<file path="src/rtl/nrd_pkg.sv">
package nrd_pkg;
  typedef enum logic [1:0] {
    STEP_IDLE = 2'd0,
    STEP_SIGN = 2'd1,
    STEP_QUOT = 2'd2
  } step_kind_e;
endpackage

</file>
<file path="src/rtl/nrd_addsub.sv">
module nrd_addsub #(
  parameter int W = 16
) (
  input  logic                  pass_i,
  input  logic                  add_i,
  input  logic [W-1:0]          a_i,
  input  logic [W-1:0]          b_i,
  output logic [W-1:0]          r_o
);
  always_comb begin
    if (pass_i)     r_o = a_i;
    else if (add_i) r_o = a_i + b_i;
    else            r_o = a_i - b_i;
  end
endmodule

</file>
<file path="src/rtl/nrd_pair_shift.sv">
module nrd_pair_shift
  import nrd_pkg::*;
#(
  parameter int W = 16
) (
  input  step_kind_e    kind_i,
  input  logic [W-1:0]  hi_i,
  input  logic [W-1:0]  lo_i,
  input  logic [W-1:0]  alu_r_i,
  input  logic          div_msb_i,
  input  logic          aq_i,
  output logic [W-1:0]  hi_o,
  output logic [W-1:0]  lo_o,
  output logic          aq_o
);
  logic ins_bit;

  always_comb begin
    aq_o    = aq_i;
    ins_bit = 1'b0;
    hi_o    = hi_i;
    lo_o    = lo_i;
    unique case (kind_i)
      STEP_SIGN: begin
        aq_o    = hi_i[W-1] ^ div_msb_i;
        ins_bit = aq_o;
        hi_o    = {alu_r_i[W-2:0], lo_i[W-1]};
        lo_o    = {lo_i[W-2:0], ins_bit};
      end
      STEP_QUOT: begin
        aq_o    = alu_r_i[W-1] ^ div_msb_i;
        ins_bit = ~aq_o;
        hi_o    = {alu_r_i[W-2:0], lo_i[W-1]};
        lo_o    = {lo_i[W-2:0], ins_bit};
      end
      default: ;
    endcase
  end
endmodule

</file>
<file path="src/rtl/nrd_ctrl.sv">
module nrd_ctrl
  import nrd_pkg::*;
#(
  parameter int STEPS = 16
) (
  input  logic       clk_i,
  input  logic       rst_ni,
  input  logic       start_i,
  input  logic       signed_i,
  output logic       load_o,
  output step_kind_e kind_o,
  output logic       busy_o,
  output logic       done_o
);
  localparam int CW = (STEPS > 1) ? $clog2(STEPS) : 1;
  localparam logic [CW-1:0] LAST = CW'(STEPS - 1);

  logic [CW-1:0] cnt_q;
  logic          busy_q, done_q, sgn_q;

  assign load_o = start_i && !busy_q;
  assign busy_o = busy_q;
  assign done_o = done_q;

  always_comb begin
    if (!busy_q)                         kind_o = STEP_IDLE;
    else if (sgn_q && cnt_q == '0)       kind_o = STEP_SIGN;
    else                                 kind_o = STEP_QUOT;
  end

  always_ff @(posedge clk_i or negedge rst_ni) begin
    if (!rst_ni) begin
      cnt_q  <= '0;
      busy_q <= 1'b0;
      done_q <= 1'b0;
      sgn_q  <= 1'b0;
    end else begin
      done_q <= 1'b0;
      if (busy_q) begin
        cnt_q <= cnt_q + 1'b1;
        if (cnt_q == LAST) begin
          busy_q <= 1'b0;
          done_q <= 1'b1;
          cnt_q  <= '0;
        end
      end else if (start_i) begin
        busy_q <= 1'b1;
        sgn_q  <= signed_i;
        cnt_q  <= '0;
      end
    end
  end

  AST_DONE_ONE_CYCLE: assert property (@(posedge clk_i) disable iff (!rst_ni)
    done_q |=> !done_q);
  AST_DONE_ENDS_RUN: assert property (@(posedge clk_i) disable iff (!rst_ni)
    (busy_q && cnt_q == LAST) |=> (done_q && !busy_q));
  AST_START_IGNORED: assert property (@(posedge clk_i) disable iff (!rst_ni)
    (busy_q && start_i && cnt_q != LAST) |=> (busy_q && $stable(sgn_q)));
  AST_SIGN_FIRST: assert property (@(posedge clk_i) disable iff (!rst_ni)
    (kind_o == STEP_SIGN) |-> (cnt_q == '0 && sgn_q));
endmodule

</file>
<file path="src/rtl/nrd_div_step_unit.sv">
module nrd_div_step_unit
  import nrd_pkg::*;
#(
  parameter int W = 16
) (
  input  logic         clk_i,
  input  logic         rst_ni,
  input  logic         start_i,
  input  logic         signed_i,
  input  logic [W-1:0] divisor_i,
  input  logic [W-1:0] dvd_hi_i,
  input  logic [W-1:0] dvd_lo_i,
  output logic [W-1:0] quot_o,
  output logic [W-1:0] rem_o,
  output logic         busy_o,
  output logic         done_o
);
  localparam int STEPS = W;

  logic [W-1:0] hi_q, lo_q, div_q, alu_r, hi_n, lo_n;
  logic         aq_q, aq_n, load;
  step_kind_e   kind;

  nrd_ctrl #(.STEPS(STEPS)) u_ctrl (
    .clk_i    (clk_i),
    .rst_ni   (rst_ni),
    .start_i  (start_i),
    .signed_i (signed_i),
    .load_o   (load),
    .kind_o   (kind),
    .busy_o   (busy_o),
    .done_o   (done_o)
  );

  nrd_addsub #(.W(W)) u_alu (
    .pass_i (kind == STEP_SIGN),
    .add_i  (aq_q),
    .a_i    (hi_q),
    .b_i    (div_q),
    .r_o    (alu_r)
  );

  nrd_pair_shift #(.W(W)) u_shift (
    .kind_i    (kind),
    .hi_i      (hi_q),
    .lo_i      (lo_q),
    .alu_r_i   (alu_r),
    .div_msb_i (div_q[W-1]),
    .aq_i      (aq_q),
    .hi_o      (hi_n),
    .lo_o      (lo_n),
    .aq_o      (aq_n)
  );

  always_ff @(posedge clk_i or negedge rst_ni) begin
    if (!rst_ni) begin
      hi_q  <= '0;
      lo_q  <= '0;
      div_q <= '0;
      aq_q  <= 1'b0;
    end else if (load) begin
      hi_q  <= dvd_hi_i;
      lo_q  <= dvd_lo_i;
      div_q <= divisor_i;
      aq_q  <= 1'b0;
    end else if (busy_o) begin
      hi_q <= hi_n;
      lo_q <= lo_n;
      aq_q <= aq_n;
    end
  end

  assign quot_o = lo_q;
  assign rem_o  = hi_q;

  AST_PAIR_CARRY: assert property (@(posedge clk_i) disable iff (!rst_ni)
    (busy_o && !load) |=> hi_q[0] == $past(lo_q[W-1]));
  AST_SIGN_SETUP: assert property (@(posedge clk_i) disable iff (!rst_ni)
    (kind == STEP_SIGN) |=> (aq_q == ($past(hi_q[W-1]) ^ div_q[W-1]) && lo_q[0] == aq_q));
  AST_QBIT_INVERSE: assert property (@(posedge clk_i) disable iff (!rst_ni)
    (kind == STEP_QUOT) |=> lo_q[0] == !aq_q);
  AST_UNSIGNED_CLEAR: assert property (@(posedge clk_i) disable iff (!rst_ni)
    (load && !signed_i) |=> !aq_q);
  AST_IDLE_HOLD: assert property (@(posedge clk_i) disable iff (!rst_ni)
    (!busy_o && !load) |=> ($stable(hi_q) && $stable(lo_q)));
  AST_DIVISOR_HELD: assert property (@(posedge clk_i) disable iff (!rst_ni)
    (busy_o && !$past(load)) |-> $stable(div_q));
endmodule

</file>
<file path="config.mk">
export PLATFORM = sky130hd
export DESIGN_NAME = nrd_div_step_unit
export DESIGN_NICKNAME = d
export VERILOG_FILES = /design/src/rtl/nrd_pkg.sv /design/src/rtl/nrd_addsub.sv /design/src/rtl/nrd_pair_shift.sv /design/src/rtl/nrd_ctrl.sv /design/src/rtl/nrd_div_step_unit.sv
export SDC_FILE = /design/constraint.sdc
export NUM_CORES = 1
export LEC_CHECK = 0
export BUFFER_PORTS_ARGS = -buffer_cell sky130_fd_sc_hd__buf_2
export CORE_MARGIN = 10
export CORE_UTILIZATION = 25
export CTS_BUF_LIST = sky130_fd_sc_hd__clkbuf_8
export DETAILED_ROUTE_END_ITERATION = 16
export PLACE_DENSITY = 0.53
export SETUP_SLACK_MARGIN = 0.02
export SLEW_MARGIN = 10
export SYNTH_ARGS = -nofsm -noshare
export SYNTH_HDL_FRONTEND = slang
export SYNTH_HIERARCHICAL = 1
export SYNTH_SLANG_ARGS = --single-unit
</file>
<file path="constraint.sdc">
create_clock -name clk_i -period 9 [get_ports clk_i]
set_input_delay 0.9 -clock clk_i [delete_from_list [all_inputs] [get_ports clk_i]]
set_output_delay 0.9 -clock clk_i [all_outputs]
set_load 0.02 [all_outputs]
</file>
# == Word level (Yosys, flattened, before mapping) ==
# Cells that the tools add are included.
# classes
n_addsub,3
n_eq_ne,3
muxes,21
bitwise,4
reduce_logical,12
# ops
cell,n
16-bit two-way mux,7
16-bit case mux with 2 select lines,1
16-bit adder,1
16-bit subtractor,1
4-bit two-way mux,3
1-bit two-way mux,7
2-bit AND reduction,3
2-bit nonzero test,3
4-bit by 1-bit adder with 4-bit output (second input constant),1
4-bit equality test (second input constant),1
4-bit zero test,1
2-bit two-way mux,2
3-bit nonzero test,1
2-bit by 1-bit equality test with 1-bit output (second input constant),1
2-bit equality test (second input constant),1
1-bit logical AND,2
1-bit NOT,2
1-bit case mux with 2 select lines,1
2-bit OR reduction,1
1-bit XOR,2
1-bit zero test,1
# totals
regBits,56
input_bits,52
elab_cells,51

# == Longest topological paths before layout ==
# Gate-level depths: netlist (run 1).
# logic_depth
ltp_word,11
depth_mapped,16
mapped_depth_nobuf,16

# == Modules after synthesis ==
# The synthesis (run 1) kept the hierarchy.
# by_module_without_submodules
mod,instances,cells_each,area_per_inst_um2,seq_area_each_um2
nrd_div_step_unit,1,177,2219.6,1226.2
nrd_addsub,1,183,1271.2,0.0
nrd_pair_shift,1,50,464.2,0.0
nrd_ctrl,1,36,366.6,175.2

# == Worst setup path before layout (run 1) ==
# No wires, ideal clock.
# synth_path
path_type,register to register
startpoint,register div_q[2]
endpoint,"register lo_q[0], in the netlist quot_o[0]"
t_arrival_ns,3.016
slack_ns,5.852
stages_incl_launch_ff,17
period_less_slack_ns,3.148
cell_sequence,dfrtp_1 nor3_2 and2_1 a31o_2 o21ai_0 xor2_1 ha_1 a21oi_1 nand2_1 nor2_1 a21oi_4 mux2i_1 xnor2_1 xor2_1 o221ai_1 mux2i_1 o21ai_1
# synth_via
elab_chain_cells,8
# synth_rtl
item,line,source
start: declaration,nrd_div_step_unit.sv:20,"logic [W-1:0] hi_q, lo_q, div_q, alu_r, hi_n, lo_n;"
start signal: assignment,nrd_div_step_unit.sv:64,div_q <= divisor_i;
16-bit subtractor or 16-bit adder (tied branches),"nrd_addsub.sv:13, nrd_addsub.sv:12",
16-bit two-way mux (*),nrd_addsub.sv:12,else if (add_i) r_o = a_i + b_i;
16-bit two-way mux (*),nrd_addsub.sv:11,if (pass_i) r_o = a_i;
net alu_r[15],nrd_div_step_unit.sv:20,
1-bit XOR (*),nrd_pair_shift.sv:31,aq_o = alu_r_i[W-1] ^ div_msb_i;
1-bit NOT (*),nrd_pair_shift.sv:32,ins_bit = ~aq_o;
16-bit case mux with 2 select lines (*),nrd_pair_shift.sv:23,unique case (kind_i)
net lo_n[0],nrd_div_step_unit.sv:20,
16-bit two-way mux (*),nrd_div_step_unit.sv:66,end else if (busy_o) begin
16-bit two-way mux (*),nrd_div_step_unit.sv:61,end else if (load) begin
end signal: assignment,nrd_div_step_unit.sv:63,lo_q <= dvd_lo_i;
end signal: assignment,nrd_div_step_unit.sv:68,lo_q <= lo_n;
end: declaration,nrd_div_step_unit.sv:20,
# The timed path passes the listed nets; every way through them passes the cells marked *. The select of a mux whose other input is x is not followed.
# A chain may end at the register's enable or synchronous reset.

# == Final worst setup path (run 1) ==
# layout_path
startpoint,register u_ctrl.cnt_q[0]
endpoint,"register lo_q[0], in the netlist quot_o[0]"
# layout_via
elab_chain_cells,11
# layout_rtl
item,line,source
start: declaration,nrd_ctrl.sv:18,logic [CW-1:0] cnt_q;
start signal: assignment,nrd_ctrl.sv:40,cnt_q <= cnt_q + 1'b1;
4-bit zero test,nrd_ctrl.sv:27,else if (sgn_q && cnt_q == '0) kind_o = STEP_SIGN;
1-bit logical AND,nrd_ctrl.sv:27,
2-bit two-way mux,nrd_ctrl.sv:27,
2-bit two-way mux,nrd_ctrl.sv:26,if (!busy_q) kind_o = STEP_IDLE;
net kind[0],nrd_div_step_unit.sv:22,step_kind_e kind;
2-bit by 1-bit equality test with 1-bit output,-,
16-bit two-way mux,nrd_addsub.sv:11,
net alu_r[15],nrd_div_step_unit.sv:20,
1-bit XOR,nrd_pair_shift.sv:31,
1-bit NOT,nrd_pair_shift.sv:32,
16-bit case mux with 2 select lines,nrd_pair_shift.sv:23,
net lo_n[0],nrd_div_step_unit.sv:20,
16-bit two-way mux,nrd_div_step_unit.sv:66,
16-bit two-way mux,nrd_div_step_unit.sv:61,
# The timed path passes the listed nets, and every way through them passes these cells. The select of a mux whose other input is x is not followed.

==> out/results.md, run 1 <==
| Metric | Value | Unit |
|:---|:---|:---|
| Avg Vias per Cell | 4.748 | - |
| Start point of the worst min-delay path | u_ctrl/sgn_q$_DFFE_PN0P_ | - |
| Setup repair after global routing missed its margin | false | - |
| Number of DRC violations after detailed routing | 0 | - |
| Worst slew margin relative to its limit | 22.35 | % |
| Clock network latency to the later pin of the worst-skew pair | 0.35 | ns |
| Hold-fix buffers at CTS | 0 | - |
| End of the worst register-to-register path | quot_o[0]$_DFFE_PN0P_ | - |
| Number of maximum-capacitance violations | 0 | - |
| Resized cells post-CTS | 0 | - |
| Endpoint of the worst hold-timing path | u_ctrl/sgn_q$_DFFE_PN0P_ | - |
| Min-delay worst type | flop to flop | - |
| Detailed router's first-iteration violation count | 115 | - |
| Total grt overflow | 0 | - |
| Share of async-settable or async-resettable flops after synthesis | 100.0 | % |
| Complex-gate fraction of the synthesized area | 17.17 | % |
| Highest cell delay on the worst timing path | 0.94 | ns |
| IO buf count | 85 | - |
| Dominant combinational cell family by area after synthesis | multiplexers | - |
| Post-Place Cells | 737 | - |
| Reg clk slew, reported paths | 0.13 | ns |
| Number of post-CTS setup repair buffers | 0 | - |
| Ports placed on the boundary | 86 | - |
| Slew @ Worst Pin | 1.159 | ns |
| Pin count of the biggest net entering global routing | 80 | - |
| Final-report hold violation count | 0 | - |
| Top Family by Delay on Critical Path | simple AND/OR/NAND/NOR gates | - |
| Arrival time at the worst endpoint | 3.78 | ns |
| Worst path bufs/invs | 2 | - |
| Effective utilization at floorplan | 25.25 | % |
| Number of global-route vias before repair | 3,473 | - |
| Count of final setup violators | 0 | - |
| Antenna Cells | 0 | - |
| Detailed-route via count | 3,537 | - |
| Net Count, Synth | 523 | - |
| Worst reg-to-reg setup slack | 5.42 | ns |
| Wirelength, routed | 11,840 | um |
| Launch instance of the worst register-to-register path | u_ctrl/cnt_q[0]$_DFFE_PN0P_ | - |
| Commonest non-fill, non-tap cell in the layout | sky130_fd_sc_hd__buf_2 | - |
| Critical Path, Cell by Cell | inv_1, ha_1, nor4bb_2, and2_1, nor2b_2, inv_1, and3_1, mux2i_1, xnor2_1, xor2_1, o221ai_1, mux2i_1, o21ai_1 | - |
| Unique cell type count in the Yosys netlist | 61 | - |
| Final-report max-slew violation count | 0 | - |
| DP HPWL | 8653 | um |
| Std-Cell Core Area | 0.01712 | mm^2 |
| Syn_area_per_cell | 9.690 | um^2 |
| Total negative slack for setup checks | 0 | ns |
| FMAX | 279.6 | MHz |
| Startpoint Class | flop | - |
| Sequential share of the synthesized area | 32.43 | % |
| Synthesized-area fraction occupied by adder cells | 7.412 | % |
| Placement Setup Slack | 5.454 | ns |
| Cell types with the largest area share after synthesis | sky130_fd_sc_hd__dfrtp_1 (32%), sky130_fd_sc_hd__mux2i_1 (7.9%), sky130_fd_sc_hd__ha_1 (6.9%) | - |
| Critical Path Fanout Max | 33 | - |
| CTS tree | yes | - |
| Endpoint class of the critical path | flop | - |
| Top cell type by total area after synthesis | sky130_fd_sc_hd__dfrtp_1 | - |
| Last weighted congestion value of the routability-driven placer | 0.9019 | - |
| Global-route wire length before repair | 18,820 | um |
| Layout Cells excl Fill | 745 | - |
| Area share of the largest cell type after synthesis | 32.43 | % |
| Simple logic cell fraction of the synthesized area | 12.54 | % |
| Synthesized netlist cell count | 446 | - |
| Number of iterations in the first detailed-routing pass | 4 | - |
| Slowest cell on the critical path | sky130_fd_sc_hd__nor2b_2 | - |
| Min cycle time layout | 3.576 | ns |
| Multiplexer share of the synthesized area | 18.56 | % |
| Flops & latches, synth | 56 | - |
| Slack of the critical path | 5.424 | ns |
| Result of the run | finished, final reports clean | - |
| Number of flops mapped to enable cells by yosys | 0 | - |
| Top_reg_cell synth | sky130_fd_sc_hd__dfrtp_1 | - |
| Number of antenna violations at the first check in global routing | 0 | - |
| Post-route antenna net violation count | 0 | - |
| Depth of the most critical reg-to-reg path | 13 | - |
| Routed length per instance | 15.89 | um |
| Period Utilization, post-route | 39.74 | % |
| Library cell used as clock root buffer | sky130_fd_sc_hd__clkbuf_8 | - |
| Number of buffers added by the clock tree synthesis step | 5 | - |
| Vertical extent of the die | 151.5 | um |
| Maximum buffer depth of the clock tree | 2 | - |
| Syn Std Cell Area | 0.004322 | mm^2 |
| Xor/xnor share of the synthesized area | 5.877 | % |
| Commonest cells after routing, fill and taps aside | sky130_fd_sc_hd__buf_2 (85), sky130_fd_sc_hd__nand2_1 (61), sky130_fd_sc_hd__dfrtp_1 (55) | - |
| H-tree depth | 2 | - |
| Die ar. | 0.02295 | mm^2 |
| Sink count of the clock tree | 56 | - |
| Number of instances on the worst hold path | 1 | - |
| Layout overhead on the synthesized area | 14.77 | % |
| Critical path class | flop to flop | - |
| GRT Overall Usage | 10.23 | % |
| Proportion of layout cells with a drive suffix above 1 | 28.27 | % |
| Worst setup skew after layout | 0.02298 | ns |
| CP Data Required Time | 9.20 | ns |
| Final-layout fill cell count | 1,791 | - |
| Synth Warn # | 6 | - |
| Die width | 151.5 | um |
| Site row count | 48 | - |
| Final #Nets | 596 | - |
-- cells by family (layout without fill, tap and decap cells) --
family	count (synthesis)	count (layout)
AO/OA/AOI/OAI	116	116
XOR/XNOR	29	29
adder cells (fa/ha/maj)	25	25
buffers and inverters	39	113
flip-flops	56	56
multiplexers	70	70
AND/OR/NAND/NOR	111	111
-- final cells by class --
type                    instances  area, um^2  share of cell area (%)
multi-input cells             351        2663                   53.68
flip-flops and latches         56        1403                   28.28
repair buffers                 89       455.4                   9.183
well taps                     225       281.5                   5.676
clock buffers                   5       68.82                   1.387
inverters                      16       60.06                   1.211
clock inverters                 3       28.78                  0.5802
-- layer usage --
layer	vias up	track usage [%]	routed length [um]
met5	-	0	0
met4	0	2.454	118
met3	9	2.762	590
met2	76	16.56	5541
met1	1702	13.24	5590
li1	1750	-	-
-- how the worst max path moves through the flow --
stage	slack, ns	cells past startpoint	end	start
2_1_floorplan	5.85	16	quot_o[0]$_DFFE_PN0P_	div_q[2]$_DFFE_PN0P_
3_3_place_gp	5.49	13	quot_o[0]$_DFFE_PN0P_	u_ctrl/cnt_q[0]$_DFFE_PN0P_
3_5_place_dp	5.45	16	quot_o[0]$_DFFE_PN0P_	div_q[2]$_DFFE_PN0P_
4_1_cts	5.42	13	quot_o[0]$_DFFE_PN0P_	u_ctrl/cnt_q[0]$_DFFE_PN0P_
5_1_grt	5.06	13	quot_o[0]$_DFFE_PN0P_	u_ctrl/cnt_q[0]$_DFFE_PN0P_
6_report	5.42	13	quot_o[0]$_DFFE_PN0P_	u_ctrl/cnt_q[0]$_DFFE_PN0P_
-- stage by stage --
step / util [%] / hold WS (ns) / instance area, um^2
6_report: 28.98 / 0.5087 / 4960
4_1_cts: 28.98 / 0.5114 / 4960
2_1_floorplan: - / 0.4480 / 4322
3_3_place_gp: 28.41 / 0.4682 / 4862
3_5_place_dp: 28.41 / 0.4808 / 4862
5_1_grt: 28.98 / 0.5333 / 4960
-- cells in the mapped netlist, types with 3 or more instances --
cell type                  number
sky130_fd_sc_hd__xor2_1        12
sky130_fd_sc_hd__xnor2_1       17
sky130_fd_sc_hd__buf_2          7
sky130_fd_sc_hd__o21ai_0       17
sky130_fd_sc_hd__nand3_1        7
sky130_fd_sc_hd__inv_1         15
sky130_fd_sc_hd__mux2_2        19
sky130_fd_sc_hd__ha_1          24
sky130_fd_sc_hd__nor2_1        14
sky130_fd_sc_hd__dfrtp_1       56
sky130_fd_sc_hd__mux2_4        15
sky130_fd_sc_hd__nand2b_1       5
sky130_fd_sc_hd__nor3_1         3
sky130_fd_sc_hd__a21o_1         6
sky130_fd_sc_hd__o21ai_1       35
sky130_fd_sc_hd__nand2_1       61
sky130_fd_sc_hd__clkbuf_1       4
sky130_fd_sc_hd__a22o_1        15
sky130_fd_sc_hd__mux2i_1       34
sky130_fd_sc_hd__o211ai_1       3
sky130_fd_sc_hd__buf_6          5
sky130_fd_sc_hd__buf_12         3
sky130_fd_sc_hd__a21oi_1       19
-- sequential cells by signal (all words and copies together), names as in the netlist --
| signal | cells |
|---|---|
| u_ctrl/done_o | 1 |
| aq_q | 1 |
| u_ctrl/cnt_q | 4 |
| u_ctrl/busy_o | 1 |
| quot_o | 16 |
| u_ctrl/sgn_q | 1 |
| rem_o | 16 |
| div_q | 16 |
Power of run 1 is not shown: default switching activity piles up to over one toggle a cycle in this logic, so the estimate is an artifact.
==> run 2, diff against run 1 <==
==> constraint.sdc (replaced) <==
create_clock -name clk_i -period 3.6 [get_ports clk_i]
set_input_delay 0.36 -clock clk_i [delete_from_list [all_inputs] [get_ports clk_i]]
set_output_delay 0.36 -clock clk_i [all_outputs]
set_load 0.02 [all_outputs]
==> out/results.md, run 2 (synthesis results as in run 1) <==
| Metric | Value | Unit | Delta |
|:---|:---|:---|:---|
| Slew @ Worst Pin | 0.5597 | ns | was 1.159 ns |
| CTS tree | yes | - | unchanged |
| Number of iterations in the first detailed-routing pass | 4 | - | unchanged |
| Die ar. | 0.02295 | mm^2 | unchanged |
| Library cell used as clock root buffer | sky130_fd_sc_hd__clkbuf_8 | - | unchanged |
| Post-route antenna net violation count | 0 | - | unchanged |
| Final-layout fill cell count | 1,806 | - | was 1,791 |
| Maximum buffer depth of the clock tree | 2 | - | unchanged |
| Std-Cell Core Area | 0.01712 | mm^2 | unchanged |
| Worst setup skew after layout | 0.01583 | ns | was 0.02298 ns |
| Worst path bufs/invs | 1 | - | was 2 |
| Number of DRC violations after detailed routing | 0 | - | unchanged |
| Detailed-route via count | 3,522 | - | was 3,537 |
| Effective utilization at floorplan | 25.25 | % | unchanged |
| Routed length per instance | 15.51 | um | was 15.89 um |
| Total grt overflow | 0 | - | unchanged |
| Site row count | 48 | - | unchanged |
| Sink count of the clock tree | 56 | - | unchanged |
| Total negative slack for setup checks | 0 | ns | unchanged |
| Area of the multi-input gates | 0.002691 | mm^2 | was 0.002663 mm^2 |
| Critical path class | flop to flop | - | unchanged |
| Placement-stage cell area | 0.004905 | mm^2 | was 0.004862 mm^2 |
| Final-report hold violation count | 0 | - | unchanged |
| Min cycle time layout | 3.386 | ns | was 3.576 ns |
| Reg clk slew, reported paths | 0.12 | ns | was 0.13 ns |
| WHS | 0.001654 | ns | was 0.5087 ns |
| Ports placed on the boundary | 86 | - | unchanged |
| Result of the run | finished, final reports clean | - | unchanged |
| Proportion of layout cells with a drive suffix above 1 | 30.10 | % | was 28.27% |
| Final #Nets | 601 | - | was 596 |
| Count of final setup violators | 0 | - | unchanged |
| Top Family by Delay on Critical Path | compound AO/OA/AOI/OAI gates | - | was simple AND/OR/NAND/NOR gates |
| Global-route wire length before repair | 18,880 | um | was 18,820 um |
| Endpoint class of the critical path | flop | - | unchanged |
| FMAX | 295.3 | MHz | was 279.6 MHz |
| Critical Path, Cell by Cell | nor3_4, and2_1, a31o_2, o21ai_0, xor2_1, buf_4, ha_1, nand2_1, nor2_1, o211ai_1, a21oi_4, mux2i_2, xnor2_2, xor2_1, o221ai_1, mux2i_1, o21ai_1 | - | was inv_1, ha_1, nor4bb_2, and2_1, nor2b_2, inv_1, and3_1, mux2i_1, xnor2_1, xor2_1, o221ai_1, mux2i_1, o21ai_1 |
| Die width | 151.5 | um | unchanged |
| Clock network latency to the later pin of the worst-skew pair | 0.34 | ns | was 0.35 ns |
| Top cell by count, worst path | sky130_fd_sc_hd__xor2_1 | - |  |
| Commonest cells after routing, fill and taps aside | sky130_fd_sc_hd__buf_2 (85), sky130_fd_sc_hd__nand2_1 (61), sky130_fd_sc_hd__dfrtp_1 (54) | - | was sky130_fd_sc_hd__buf_2 (85), sky130_fd_sc_hd__nand2_1 (61), sky130_fd_sc_hd__dfrtp_1 (55) |
| Number of global-route vias before repair | 3,631 | - | was 3,473 |
| Highest cell delay on the worst timing path | 0.46 | ns | was 0.94 ns |
| Number of buffers added by the clock tree synthesis step | 5 | - | unchanged |
| Period Utilization, post-route | 94.06 | % | was 39.74% |
| Wirelength, routed | 11,630 | um | was 11,840 um |
| Footprint of the flip-flops and latches | 0.001404 | mm^2 | was 0.001403 mm^2 |
| H-tree depth | 2 | - | unchanged |
| Number of maximum-capacitance violations | 0 | - | unchanged |
| Startpoint Class | flop | - | unchanged |
| Pin count of the biggest net entering global routing | 65 | - | was 80 |
| Min-delay worst type | primary input to async pin | - | was flop to flop |
| CP Data Required Time | 3.83 | ns | was 9.20 ns |
| Commonest non-fill, non-tap cell in the layout | sky130_fd_sc_hd__buf_2 | - | unchanged |
| Final-report max-slew violation count | 0 | - | unchanged |
| Critical Path Fanout Max | 5 | - | was 33 |
| Number of antenna violations at the first check in global routing | 0 | - | unchanged |
| Detailed router's first-iteration violation count | 129 | - | was 115 |
| Antenna Cells | 0 | - | unchanged |
| Hold-fix buffers at CTS | 0 | - | unchanged |
| DP HPWL | 8892 | um | was 8653 um |
| Last weighted congestion value of the routability-driven placer | 0.8533 | - | was 0.9019 |
| Worst slew margin relative to its limit | 62.69 | % | was 22.35% |
| Slowest cell on the critical path | sky130_fd_sc_hd__dfrtp_2 | - | was sky130_fd_sc_hd__nor2b_2 |
| GRT Overall Usage | 10.24 | % | was 10.23% |
| Vertical extent of the die | 151.5 | um | unchanged |
| Setup repair after global routing missed its margin | false | - | unchanged |
| Layout overhead on the synthesized area | 16.62 | % | was 14.77% |
| Avg Vias per Cell | 4.696 | - | was 4.748 |
| Arrival time at the worst endpoint | 3.62 | ns | was 3.78 ns |
| Final Instance Area | 0.005040 | mm^2 | was 0.004960 mm^2 |
| IO buf count | 85 | - | unchanged |
| Layout Utilization | 29.44 | % | was 28.98% |
==> run 2: cell count changes in the layout (fill, tap and decap cells not counted), sizes merged <==
| cell | previous run | this run |
|---|---|---|
| inv | 19 | 16 |
| buf | 89 | 94 |
| clkbuf | 5 | 6 |
| clkinvlp | 0 | 2 |
==> run 2: final timing paths <==
check	startpoint	to	slack [ns]	cells past startpoint
setup / recovery	div_q[2]$_DFFE_PN0P_	quot_o[0]$_DFFE_PN0P_	0.21	17
hold / removal	rst_ni	div_q[12]$_DFFE_PN0P_	0.002	1
setup reg to reg	div_q[2]$_DFFE_PN0P_	quot_o[0]$_DFFE_PN0P_	0.21	17
hold reg to reg	u_ctrl/sgn_q$_DFFE_PN0P_	u_ctrl/sgn_q$_DFFE_PN0P_	0.51	1
max in group asynchronous	rst_ni	u_ctrl/busy_o$_DFF_PN0_	2.72	2
min in group clk_i	dvd_lo_i[2]	quot_o[2]$_DFFE_PN0P_	0.22	3
==> run 2: final cells by class <==
| cell class | instances | area share [%] |
|---|---|---|
| multi-input cells | 351 | 53.40 |
| inverters | 16 | 1.192 |
| flip-flops and latches | 56 | 27.86 |
| repair buffers | 94 | 10.03 |
| well taps | 225 | 5.586 |
| clock inverters | 2 | 0.2979 |
| clock buffers | 6 | 1.639 |
==> run 2: stage by stage <==
| stage | std cells | setup WS, ns |
|---|---|---|
| after floorplan | 446 | 0.4521 |
| after global placement | 741 | 0.3190 |
| after detailed placement | 741 | 0.1578 |
| after CTS | 749 | 0.1446 |
| after global routing | 750 | 0.03147 |
| final | 750 | 0.2140 |
==> run 2: layer usage <==
layer  vias to the layer above  global-route usage (%)  wire, um
met4                         0                   2.454       130
met1                      1690                   12.84      5265
li1                       1753                       -         -
met2                        71                   16.91      5587
met5                         -                       0         0
met3                         8                   2.970       649
==> run 2: timing repair <==
action,in CTS,in global routing
endpoints found under the setup margin,0,2
gates resized for setup,0,7
buffers inserted,0,1
==> run 2: worst reg2reg max path, stage by stage, from the launching register on <==
cell                       delay, ns
sky130_fd_sc_hd__dfrtp_2        0.46
sky130_fd_sc_hd__nor3_4         0.22
sky130_fd_sc_hd__and2_1         0.18
sky130_fd_sc_hd__a31o_2         0.21
sky130_fd_sc_hd__o21ai_0        0.12
sky130_fd_sc_hd__xor2_1         0.20
sky130_fd_sc_hd__buf_4          0.15
sky130_fd_sc_hd__ha_1           0.29
sky130_fd_sc_hd__nand2_1        0.08
sky130_fd_sc_hd__nor2_1         0.09
sky130_fd_sc_hd__o211ai_1       0.17
sky130_fd_sc_hd__a21oi_4        0.18
sky130_fd_sc_hd__mux2i_2        0.27
sky130_fd_sc_hd__xnor2_2        0.17
sky130_fd_sc_hd__xor2_1         0.18
sky130_fd_sc_hd__o221ai_1       0.14
sky130_fd_sc_hd__mux2i_1        0.14
sky130_fd_sc_hd__o21ai_1        0.07
Power of run 2 is left out for the same reason.
==> run 3, diff against run 2 <==
--- a/config.mk
+++ b/config.mk
@@ -10,8 +10,8 @@
 export CORE_UTILIZATION = 25
 export CTS_BUF_LIST = sky130_fd_sc_hd__clkbuf_8
 export DETAILED_ROUTE_END_ITERATION = 16
-export PLACE_DENSITY = 0.53
-export SETUP_SLACK_MARGIN = 0.02
+export PLACE_DENSITY = 0.5
+export SETUP_SLACK_MARGIN = 0.4
 export SLEW_MARGIN = 10
 export SYNTH_ARGS = -nofsm -noshare
 export SYNTH_HDL_FRONTEND = slang
==> out/results.md, run 3 (synthesis results as in run 1) <==
| Metric | Value | Unit | Delta |
|:---|:---|:---|:---|
| Die width | 151.5 | um | unchanged |
| Result of the run | finished, final reports clean | - | unchanged |
| Pin count of the biggest net entering global routing | 58 | - | was 65 |
| Period Utilization, post-route | 88.83 | % | was 94.06% |
| Critical path class | flop to flop | - | unchanged |
| Critical Path Fanout Max | 3 | - | was 5 |
| Last weighted congestion value of the routability-driven placer | 0.8669 | - | was 0.8533 |
| Hold-fix buffers at CTS | 0 | - | unchanged |
| Number of DRC violations after detailed routing | 0 | - | unchanged |
| Std-Cell Core Area | 0.01712 | mm^2 | unchanged |
| Detailed-route via count | 3,629 | - | was 3,522 |
| Effective utilization at floorplan | 25.25 | % | unchanged |
| Worst slew margin relative to its limit | 31.20 | % | was 62.69% |
| Clock network latency to the later pin of the worst-skew pair | 0.34 | ns | about the same |
| Count of final setup violators | 0 | - | unchanged |
| Post-route antenna net violation count | 0 | - | unchanged |
| Number of buffers added by the clock tree synthesis step | 5 | - | unchanged |
| GRT Overall Usage | 10.63 | % | was 10.24% |
| Antenna Cells | 0 | - | unchanged |
| Number of maximum-capacitance violations | 0 | - | unchanged |
| Final-report max-slew violation count | 0 | - | unchanged |
| Final #Nets | 620 | - | was 601 |
| Final-report hold violation count | 0 | - | unchanged |
| End of the worst register-to-register path | quot_o[0]$_DFFE_PN0P_ | - | unchanged |
| Min-delay worst type | primary input to async pin | - | unchanged |
| Startpoint Class | flop | - | unchanged |
| Worst reg-to-reg setup slack | 0.40 | ns | was 0.21 ns |
| Global-route wire length before repair | 19,690 | um | was 18,880 um |
| Min cycle time layout | 3.198 | ns | was 3.386 ns |
| Worst setup skew after layout | 0.01918 | ns | was 0.01583 ns |
| Detailed router's first-iteration violation count | 190 | - | was 129 |
| Routed length per instance | 15.74 | um | was 15.51 um |
| Final-layout fill cell count | 1,802 | - | was 1,806 |
| Total negative slack for setup checks | 0 | ns | unchanged |
| Number of antenna violations at the first check in global routing | 1 | - | was 0 |
| Wirelength, routed | 12,100 | um | was 11,630 um |
| Site row count | 48 | - | unchanged |
| DP HPWL | 8818 | um | was 8892 um |
| CTS tree | yes | - | unchanged |
| Commonest cells after routing, fill and taps aside | sky130_fd_sc_hd__buf_2 (85), sky130_fd_sc_hd__nand2_1 (59), sky130_fd_sc_hd__dfrtp_1 (51) | - | was sky130_fd_sc_hd__buf_2 (85), sky130_fd_sc_hd__nand2_1 (61), sky130_fd_sc_hd__dfrtp_1 (54) |
| Die ar. | 0.02295 | mm^2 | unchanged |
| IO buf count | 85 | - | unchanged |
| Launch instance of the worst register-to-register path | div_q[10]$_DFFE_PN0P_ | - | was div_q[2]$_DFFE_PN0P_ |
| Proportion of layout cells with a drive suffix above 1 | 36.21 | % | was 30.10% |
| Reg clk slew, reported paths | 0.13 | ns | was 0.12 ns |
| Number of iterations in the first detailed-routing pass | 4 | - | unchanged |
| Maximum buffer depth of the clock tree | 2 | - | unchanged |
| Endpoint class of the critical path | flop | - | unchanged |
| Commonest non-fill, non-tap cell in the layout | sky130_fd_sc_hd__buf_2 | - | unchanged |
| CP Data Required Time | 3.83 | ns | about the same |
| Total grt overflow | 0 | - | unchanged |
| Ports placed on the boundary | 86 | - | unchanged |
| Depth of the most critical reg-to-reg path | 15 | - | was 17 |
| Slew @ Worst Pin | 1.032 | ns | was 0.5597 ns |
| H-tree depth | 2 | - | unchanged |
| Sink count of the clock tree | 56 | - | unchanged |
| FMAX | 312.7 | MHz | was 295.3 MHz |
| Vertical extent of the die | 151.5 | um | unchanged |
| Arrival time at the worst endpoint | 3.43 | ns | was 3.62 ns |
| Layout overhead on the synthesized area | 23.25 | % | was 16.62% |
| Avg Vias per Cell | 4.719 | - | was 4.696 |
| Library cell used as clock root buffer | sky130_fd_sc_hd__clkbuf_8 | - | unchanged |
| Setup repair after global routing missed its margin | true | - | was false |
| Number of global-route vias before repair | 3,808 | - | was 3,631 |
## run 3: cell types whose count changed in the layout (fill, tap and decap cells not counted), sizes merged
cell      delta
buf         +19
clkbuf       -1
clkinv       +1
clkinvlp     -1
inv          +1
## run 3: through the flow
step	instances	hold WS [ns]	utilization (%)	worst slack, ns	instance area, um^2
after floorplan	446	0.06441	-	0.4521	4322
after global placement	741	0.4773	28.73	0.2900	4917
after detailed placement	741	0.4794	28.73	0.1731	4917
after CTS	764	0.1905	30.27	0.3864	5181
after global routing	769	0.1985	31.12	0.2060	5326
final	769	0.1740	31.12	0.4020	5326
## run 3: worst max-delay path: stages, from the launching register on
cell                       delay, ns
sky130_fd_sc_hd__dfrtp_1        0.40
sky130_fd_sc_hd__or4_4          0.56
sky130_fd_sc_hd__nor3_4         0.14
sky130_fd_sc_hd__o21ai_1        0.10
sky130_fd_sc_hd__xnor2_1        0.14
sky130_fd_sc_hd__ha_1           0.33
sky130_fd_sc_hd__a21oi_2        0.20
sky130_fd_sc_hd__nand2_1        0.09
sky130_fd_sc_hd__nor2_2         0.15
sky130_fd_sc_hd__a21oi_4        0.08
sky130_fd_sc_hd__mux2i_4        0.19
sky130_fd_sc_hd__xnor2_2        0.20
sky130_fd_sc_hd__xor2_1         0.19
sky130_fd_sc_hd__o221ai_1       0.12
sky130_fd_sc_hd__mux2i_1        0.14
sky130_fd_sc_hd__o21ai_1        0.08
## run 3: worst max path at each step
stage                                startpoint                    end  slack (ns)  cells past startpoint
after global placement     div_q[2]$_DFFE_PN0P_  quot_o[0]$_DFFE_PN0P_        0.29                     16
after detailed placement   div_q[2]$_DFFE_PN0P_  quot_o[0]$_DFFE_PN0P_        0.17                     16
after CTS                 div_q[10]$_DFFE_PN0P_  quot_o[0]$_DFFE_PN0P_        0.39                     15
final                     div_q[10]$_DFFE_PN0P_  quot_o[0]$_DFFE_PN0P_        0.40                     15
after floorplan            div_q[2]$_DFFE_PN0P_  quot_o[0]$_DFFE_PN0P_        0.45                     16
after global routing      div_q[10]$_DFFE_PN0P_  quot_o[0]$_DFFE_PN0P_        0.21                     15
## run 3: layout make-up
type	instances	area [um^2]	area share, %
Timing Repair Buffer	113	664.4	12.47
Tap cell	225	281.5	5.285
Inverter	16	60.06	1.128
Clock buffer	5	68.82	1.292
Clock inverter	3	27.53	0.5168
Sequential cell	56	1408	26.43
Multi-Input combinational cell	351	2816	52.88
## run 3: per-layer routing
metal | part of all wire, % | vias to the layer above | track usage [%]
li1 | - | 1787 | -
met1 | 47 | 1749 | 13.64
met2 | 47 | 86 | 17.33
met3 | 4.7 | 7 | 3.059
met4 | 0.75 | 0 | 2.262
met5 | 0 | - | 0
## run 3: timing repair
item / in CTS / in global routing
gates cloned: 0 / 0
pin swaps: 16 / 22
setup endpoints to repair: 5 / 8
buffers inserted: 15 / 5
endpoints found under the hold margin: 0 / 0
resized for setup: 18 / 24
Power of run 3 is left out for the same reason.
